### src/rtl/adiv_pkg.sv
package adiv_pkg;

    localparam int CHANNELS = 4;
    localparam int PAIRS    = CHANNELS / 2;
    localparam int DATA_W   = 8;
    localparam int ADDR_W   = 4;
    localparam int IRQ_W    = 3;

    localparam logic [ADDR_W-1:0] ADDR_CFG     = ADDR_W'(8);
    localparam logic [ADDR_W-1:0] ADDR_RESTART = ADDR_W'(9);

    localparam int CFG_SLOW_BASE = 0;
    localparam int CFG_JOIN34    = 3;
    localparam int CFG_JOIN12    = 4;
    localparam int CFG_FAST3     = 5;
    localparam int CFG_FAST1     = 6;

    typedef enum logic {
        SRC_BASE   = 1'b0,
        SRC_MASTER = 1'b1
    } clk_src_t;

    typedef enum logic {
        PAIR_SPLIT  = 1'b0,
        PAIR_JOINED = 1'b1
    } pair_mode_t;

endpackage

### src/rtl/adiv_regs.sv
module adiv_regs
    import adiv_pkg::*;
(
    input  logic                              clk,
    input  logic                              rst_n,
    input  logic                              wr_en,
    input  logic [ADDR_W-1:0]                 wr_addr,
    input  logic [DATA_W-1:0]                 wr_data,
    output logic [CHANNELS-1:0][DATA_W-1:0]   div_val,
    output logic [DATA_W-1:0]                 cfg,
    output logic                              restart
);

    always_ff @(posedge clk or negedge rst_n) begin
        if (!rst_n) begin
            div_val <= '0;
        end else if (wr_en) begin
            for (int i = 0; i < CHANNELS; i++) begin
                if (wr_addr == ADDR_W'(2 * i)) begin
                    div_val[i] <= wr_data;
                end
            end
        end
    end

    always_ff @(posedge clk or negedge rst_n) begin
        if (!rst_n) begin
            cfg <= '0;
        end else if (wr_en && wr_addr == ADDR_CFG) begin
            cfg <= wr_data;
        end
    end

    assign restart = wr_en && (wr_addr == ADDR_RESTART) && (|wr_data);

endmodule

### src/rtl/adiv_prescaler.sv
module adiv_prescaler #(
    parameter int FAST_DIV = 28,
    parameter int SLOW_DIV = 120
) (
    input  logic clk,
    input  logic rst_n,
    input  logic restart,
    input  logic slow_sel,
    output logic tick
);

    localparam int MAX_DIV = (SLOW_DIV > FAST_DIV) ? SLOW_DIV : FAST_DIV;
    localparam int CW      = $clog2(MAX_DIV);

    logic [CW-1:0] count_q;
    logic [CW-1:0] last_value;

    assign last_value = slow_sel ? CW'(SLOW_DIV - 1) : CW'(FAST_DIV - 1);
    assign tick       = (count_q >= last_value);

    always_ff @(posedge clk or negedge rst_n) begin
        if (!rst_n) begin
            count_q <= '0;
        end else if (restart || tick) begin
            count_q <= '0;
        end else begin
            count_q <= count_q + 1'b1;
        end
    end

endmodule

### src/rtl/adiv_pair.sv
module adiv_pair
    import adiv_pkg::*;
#(
    parameter int DIV_W = 8
) (
    input  logic             clk,
    input  logic             rst_n,
    input  logic             restart,
    input  logic             base_tick,
    input  pair_mode_t       mode,
    input  clk_src_t         lo_src,
    input  logic [DIV_W-1:0] lo_val,
    input  logic [DIV_W-1:0] hi_val,
    output logic             pulse_lo,
    output logic             pulse_hi
);

    logic [DIV_W-1:0] lo_cnt, hi_cnt;
    logic [DIV_W-1:0] lo_nxt, hi_nxt;
    logic             lo_uf, hi_uf;
    logic             lo_en;

    assign lo_en = (lo_src == SRC_MASTER) || base_tick;

    always_comb begin
        lo_nxt = lo_cnt;
        hi_nxt = hi_cnt;
        lo_uf  = 1'b0;
        hi_uf  = 1'b0;
        unique case (mode)
            PAIR_SPLIT: begin
                if (lo_en) begin
                    if (lo_cnt == '0) begin
                        lo_nxt = lo_val;
                        lo_uf  = 1'b1;
                    end else begin
                        lo_nxt = lo_cnt - 1'b1;
                    end
                end
                if (base_tick) begin
                    if (hi_cnt == '0) begin
                        hi_nxt = hi_val;
                        hi_uf  = 1'b1;
                    end else begin
                        hi_nxt = hi_cnt - 1'b1;
                    end
                end
            end
            PAIR_JOINED: begin
                if (lo_en) begin
                    if (lo_cnt == '0 && hi_cnt == '0) begin
                        lo_nxt = lo_val;
                        hi_nxt = hi_val;
                        hi_uf  = 1'b1;
                    end else if (lo_cnt == '0) begin
                        lo_nxt = '1;
                        hi_nxt = hi_cnt - 1'b1;
                    end else begin
                        lo_nxt = lo_cnt - 1'b1;
                    end
                end
            end
        endcase
    end

    always_ff @(posedge clk or negedge rst_n) begin
        if (!rst_n) begin
            lo_cnt   <= '0;
            hi_cnt   <= '0;
            pulse_lo <= 1'b0;
            pulse_hi <= 1'b0;
        end else if (restart) begin
            lo_cnt   <= lo_val;
            hi_cnt   <= hi_val;
            pulse_lo <= 1'b0;
            pulse_hi <= 1'b0;
        end else begin
            lo_cnt   <= lo_nxt;
            hi_cnt   <= hi_nxt;
            pulse_lo <= lo_uf;
            pulse_hi <= hi_uf;
        end
    end

endmodule

### src/rtl/audio_divider_quad.sv
module audio_divider_quad
    import adiv_pkg::*;
#(
    parameter int BASE_FAST_DIV = 28,
    parameter int BASE_SLOW_DIV = 120
) (
    input  logic        clk,
    input  logic        rst_n,
    input  logic        wr_en,
    input  logic [3:0]  wr_addr,
    input  logic [7:0]  wr_data,
    output logic [3:0]  pulse_out,
    output logic [2:0]  irq_req
);

    logic [CHANNELS-1:0][DATA_W-1:0] div_val;
    logic [DATA_W-1:0]               cfg_q;
    logic                            restart_hit;
    logic                            base_tick;

    adiv_regs u_regs (
        .clk     (clk),
        .rst_n   (rst_n),
        .wr_en   (wr_en),
        .wr_addr (wr_addr),
        .wr_data (wr_data),
        .div_val (div_val),
        .cfg     (cfg_q),
        .restart (restart_hit)
    );

    adiv_prescaler #(
        .FAST_DIV (BASE_FAST_DIV),
        .SLOW_DIV (BASE_SLOW_DIV)
    ) u_prescale (
        .clk      (clk),
        .rst_n    (rst_n),
        .restart  (restart_hit),
        .slow_sel (cfg_q[CFG_SLOW_BASE]),
        .tick     (base_tick)
    );

    generate
        for (genvar p = 0; p < PAIRS; p++) begin : g_pair
            localparam int JOIN_BIT = (p == 0) ? CFG_JOIN12 : CFG_JOIN34;
            localparam int FAST_BIT = (p == 0) ? CFG_FAST1  : CFG_FAST3;

            pair_mode_t mode;
            clk_src_t   src;

            always_comb begin
                mode = cfg_q[JOIN_BIT] ? PAIR_JOINED : PAIR_SPLIT;
                src  = cfg_q[FAST_BIT] ? SRC_MASTER  : SRC_BASE;
            end

            adiv_pair #(
                .DIV_W (DATA_W)
            ) u_pair (
                .clk       (clk),
                .rst_n     (rst_n),
                .restart   (restart_hit),
                .base_tick (base_tick),
                .mode      (mode),
                .lo_src    (src),
                .lo_val    (div_val[2*p]),
                .hi_val    (div_val[2*p+1]),
                .pulse_lo  (pulse_out[2*p]),
                .pulse_hi  (pulse_out[2*p+1])
            );
        end
    endgenerate

    assign irq_req = {pulse_out[3], pulse_out[1], pulse_out[0]};

endmodule

### config.mk
export PLATFORM = sky130hd
export DESIGN_NAME = audio_divider_quad
export DESIGN_NICKNAME = d
export VERILOG_FILES = /design/src/rtl/adiv_pkg.sv /design/src/rtl/adiv_regs.sv /design/src/rtl/adiv_prescaler.sv /design/src/rtl/adiv_pair.sv /design/src/rtl/audio_divider_quad.sv
export SDC_FILE = /design/constraint.sdc
export NUM_CORES = 1
export LEC_CHECK = 0
export BUFFER_PORTS_ARGS = -buffer_cell sky130_fd_sc_hd__buf_4
export CELL_PAD_IN_SITES_DETAIL_PLACEMENT = 1
export CELL_PAD_IN_SITES_GLOBAL_PLACEMENT = 1
export CORE_ASPECT_RATIO = 0.6
export CORE_MARGIN = 5
export CORE_UTILIZATION = 50
export CTS_CLUSTER_DIAMETER = 60
export DETAILED_ROUTE_END_ITERATION = 16
export PLACE_DENSITY_LB_ADDON = 0.08
export SKIP_LAST_GASP = 1
export SYNTH_ARGS = -nofsm -noshare
export SYNTH_HDL_FRONTEND = slang
export SYNTH_HIERARCHICAL = 1
export SYNTH_SLANG_ARGS = --single-unit
### constraint.sdc
create_clock -name clk -period 2.92 [get_ports clk]
set_input_delay 0.438 -clock clk [delete_from_list [all_inputs] [get_ports clk]]
set_output_delay 0.438 -clock clk [all_outputs]
set_load 0.02 [all_outputs]
# Word level (Yosys, flattened, before mapping)
# Cells that the tools add are included.
[word_totals] wordCells=111 inputBits=15 regBits=82
[classes] n_mux=54 eq_ne=13 n_bitwise=2 n_addsub=5 order_cmp=1 n_reduce_logical=22
[op_table] operator="$mux 8" n=24
[op_table] operator="$pmux 8 s2" n=4
[op_table] operator="$logic_not 8->1" n=4
[op_table] operator="$sub 8x1->8 const B" n=4
[op_table] operator="$mux 1" n=22
[op_table] operator="$mux 7" n=2
[op_table] operator="$reduce_and 2->1" n=6
[op_table] operator="$ne 3x2->1 const B" n=3
[op_table] operator="$ne 3x3->1 const B" n=3
[op_table] operator="$eq 4x3->1 const B" n=2
[op_table] operator="$eq 4x4->1 const B" n=2
[op_table] operator="$ne 4x4->1 const B" n=2
[op_table] operator="$reduce_or 8->1" n=1
[op_table] operator="$add 7x1->7 const B" n=1
[op_table] operator="$ge 7x7->1" n=1
[op_table] operator="$reduce_and 3->1" n=2
[op_table] operator="$logic_and 1x1->1" n=5
[op_table] operator="$eq 4x2->1 const B" n=1
[op_table] operator="$logic_not 4->1" n=1
[op_table] operator="$pmux 1 s2" n=2
[op_table] operator="$logic_or 1x1->1" n=3
[op_table] operator="$not 1->1" n=2

# Logic depth before layout (Yosys ltp)
[depth] ltp_word=6 ltp_mapped=10 depth_no_buf=9

# Cells and area by module
# Netlist, hierarchy kept.
[by_module_without_submodules] mod="adiv_pair" area_per_inst_um2=1285.0 cells_each=140 instances=2 seq_area_each_um2=450.4
[by_module_without_submodules] mod="adiv_regs" area_per_inst_um2=1585.3 cells_each=95 instances=1 seq_area_each_um2=1001.0
[by_module_without_submodules] mod="adiv_prescaler" area_per_inst_um2=415.4 cells_each=40 instances=1 seq_area_each_um2=175.2
[by_module_without_submodules] mod="audio_divider_quad" area_per_inst_um2=22.5 cells_each=3 instances=1 seq_area_each_um2=0.0

# Worst setup path before layout
# No wires, ideal clock.
[synth_timing] kind="input to register" from="in wr_addr[1]" to="reg g_pair[0].u_pair.lo_cnt[1]" n_path_buf=2 stages=6 arrival_time_ps=2261 setup_slack_ps=533 t_required_ps=2794 cell_sequence="or4b_2 -> a21oi_1 -> clkbuf_1 -> clkbuf_1 -> a21oi_1 -> o32a_1"
[synth_between] elab_chain_cells=5 elab_cells_between_ends=7
[synth_rtl] item="start, declared" line="audio_divider_quad.sv:10" rtl="input logic [3:0] wr_addr,"
[synth_rtl] item="$eq 4x4->1 (*)" line="adiv_regs.sv:34" rtl="assign restart = wr_en && (wr_addr == ADDR_RESTART) && (|wr_data);"
[synth_rtl] item="$logic_and 1x1->1 (*) (2 in a row)" line="adiv_regs.sv:34"
[synth_rtl] item="named net restart_hit" line="audio_divider_quad.sv:18" rtl="logic restart_hit;"
[synth_rtl] item="$ne 3x3->1 (no line) / $ne 3x2->1 (equally long branches)"
[synth_rtl] item="$reduce_and 2->1 (no line)"
[synth_rtl] item="end signal, assigned" line="adiv_pair.sv:73" rtl="lo_cnt <= lo_val;"
[synth_rtl] item="end signal, assigned" line="adiv_pair.sv:78" rtl="lo_cnt <= lo_nxt;"
[synth_rtl] item="end, declared" line="adiv_pair.sv:18" rtl="logic [DIV_W-1:0] lo_cnt, hi_cnt;"
# The timed path passes the listed nets; every way through them passes the cells marked *.
# A chain may end at the register's enable or synchronous reset.

# Worst setup path in the final report
[layout_timing] from="reg u_regs.cfg[0]" to="reg g_pair[0].u_pair.hi_cnt[0]"
[layout_between] elab_chain_cells=5 elab_cells_between_ends=6
[layout_rtl] item="start, declared" line="adiv_regs.sv:10" rtl="output logic [DATA_W-1:0] cfg,"
[layout_rtl] item="start signal, assigned" line="adiv_regs.sv:30" rtl="cfg <= wr_data;"
[layout_rtl] item="$mux 7 (*)" line="adiv_prescaler.sv:18" rtl="assign last_value = slow_sel ? CW'(SLOW_DIV - 1) : CW'(FAST_DIV - 1);"
[layout_rtl] item="$ge 7x7->1 (*)" line="adiv_prescaler.sv:19" rtl="assign tick = (count_q >= last_value);"
[layout_rtl] item="named net base_tick" line="audio_divider_quad.sv:19" rtl="logic base_tick;"
[layout_rtl] item="$logic_or 1x1->1" line="adiv_pair.sv:23" rtl="assign lo_en = (lo_src == SRC_MASTER) || base_tick;"
[layout_rtl] item="$ne 3x3->1 (no line)"
[layout_rtl] item="$reduce_and 3->1 (no line) (*)"
[layout_rtl] item="end signal, assigned" line="adiv_pair.sv:74" rtl="hi_cnt <= hi_val;"
[layout_rtl] item="end signal, assigned" line="adiv_pair.sv:79" rtl="hi_cnt <= hi_nxt;"
[layout_rtl] item="end, declared" line="adiv_pair.sv:18"
# Marked as above.

==> qor.yml <==
setup_path:
  cp_max_fo: 10
  r2r_setup_slack_ns: 0.22
  crit_path_end_kind: "flop"
  worst_setup_path_start_kind: "flop"
  cp.arrival_ns: 2.95
  cp.required_ns: 3.17
  worstSetupPathType: "reg -> reg"
place:
  port_buffers: 21
  gp_congestion: 0.872
  dp_slack_ns: 0.234
  dpl.hpwl_mm: 8.85
synthesis:
  synth_nets: 438
  synthCells: 412
  syn_area_sq_um: 4470
  ys.warnings.count: 6
  syn-mean-instance-area_sq_um: 10.9
grt:
  gr-total-overflow: 0
  antenna_found_initial: 0
  grt_max_degree: 81
  grt_pass1_wl_mm: 20.9
  track_usage_pct: 23.8
  first_global_vias: 3660
floorplan:
  io_pins: 22
  design.die.area_sq_um: 11000
  die_w_microns: 132
  placementRows: 26
  start_util_pct: 51.9
  die_height_microns: 83.3
  core_sq_um: 8620
power_and_ir_drop:
  leakage_nw: 2.12
  power.internal_mw: 3.11
  seq_power_share_pct: 38.6
  power.switching_mw: 1.87
  p_comb_share_pct: 35.5
  powerDensity_nw_per_um2: 982
  clockPowerShare_pct: 25.9
  switching_share_pct: 37.6
  design_power_total_mw: 4.97
  vdd_drop_max_uv: 413
sta:
  fin_tns_setup_ns: 0
  fmaxAchievable_ghz: 0.371
  layout_setup_ws_ns: 0.222
  rsz0062_at_grt: "false"
  holdWs_ns: 0.259
  period_share_pct: 92.4
  slew_viol_final: 0
  maxSlewHeadroom_pct: 31.0
  period_minus_slack_ns: 2.70
  finalSetupViolCount: 0
  fin_skew_ns: 0.00726
  worst_pin_slew_ns: 1.03
  finalHoldViolCount: 0
clock_network:
  clock-sinks: 80
  cts_buffers: 9
  insertion_delay_ns: 0.34
  cts.htree.levels: 3
  clockRootBuffer: "clkbuf_16"
  path_clk_slew_ns: 0.06
  ctsHoldBuffers: 0
  cts_tree: "built"
  clock_path_buffers: 2
  ctsResizeCount: 0
  post_cts_buffers: 0
detailed_routing:
  first_iter_violations: 379
  vias: 3597
  ant_nets: 0
  first_pass_iters: 5
  via_per_inst: 6.56
  avgRoutedWirePerCell_microns: 23.4
  wl_mm: 12.8
  drcViolationCount: 0
layout:
  antennaDiodeCount: 0
  area_delta_synth_final_pct: 13.3
  fin_nets: 457
  drive_gt1_share_pct: 25.0
  utilization_pct: 58.8
job:
  max_cap_viol_count: 0
worst_hold_path:
  hold_path_class: "in -> async"
run_status:
  outcome: "completed"
-- through the flow --
step	instance area [sq um]	instances
after floorplan	4470	412
after global placement	4720	532
after detailed placement	4720	532
after CTS	5060	548
after global routing	5070	548
final	5070	548
-- sequential cells by signal, summed over array words and instances, names as in the netlist --
name and count:
g_pair.u_pair/pulse_hi 2, g_pair.u_pair/hi_cnt 16, g_pair.u_pair/lo_cnt 16, g_pair.u_pair/pulse_lo 2
u_prescale/count_q 7, u_regs/div_val 32, u_regs/cfg 5
-- worst paths after layout --
kind	cells after the start	start	endpoint
max	9	u_regs/cfg[0]	g_pair[0].u_pair/hi_cnt[0]
min	1	rst_n	u_regs/div_val[9]
max reg2reg	9	u_regs/cfg[0]	g_pair[0].u_pair/hi_cnt[0]
min reg2reg	1	u_prescale/count_q[0]	u_prescale/count_q[0]
max in group asynchronous	1	rst_n	g_pair[1].u_pair/lo_cnt[5]
min in group clk	2	wr_data[2]	u_regs/div_val[26]
-- final cells by class --
type	instances	area, sq um
Clock buffer	10	229
Clock inverter	6	108
Fill cell	907	3550
Inverter	28	105
Multi-Input combinational cell	283	2260
Sequential cell	80	2000
Tap cell	112	140
Timing Repair Buffer	29	218
-- critical path: stages, from the launching register on --
cell	delay (ns)
dfrtp_1	0.39
inv_1	0.09
ha_1	0.33
a31o_1	0.25
a21oi_2	0.21
nand2_1	0.29
a21oi_1	0.38
nor2_1	0.07
a221o_1	0.34
a221oi_2	0.26
-- per-layer routing --
layer	track usage, %	vias to the layer above	routed length [microns]
li1	-	1623	-
met1	35.9	1876	6300
met2	35.6	87	5920
met3	4.41	11	509
met4	5.23	0	75
met5	0	-	0
-- power groups by stage --
stage	Clock (mW)	Combinational [mW]	Sequential [mW]
after CTS	1.31	1.75	1.91
after global routing	1.37	1.94	1.97
after floorplan	0	1.35	1.75
after detailed placement	0	1.72	1.91
final	1.29	1.77	1.92
after global placement	0	1.61	1.88
-- layout by cell type (no fill, tap or decap), types with 6 or more instances in the layout --
cell and n:
nor4_1 10, dfrtp_1 80, or3_1 10, nor2_1 29, nand2_1 18, mux2_2 32
buf_4 29, nor3_1 6, inv_1 28, o32a_1 10, a21oi_1 16, clkbuf_16 9
ha_1 11, nand3_1 7, o21a_1 6, o21ai_0 7, a211oi_1 9
No activity file was read; power rests on OpenSTA's default activity.
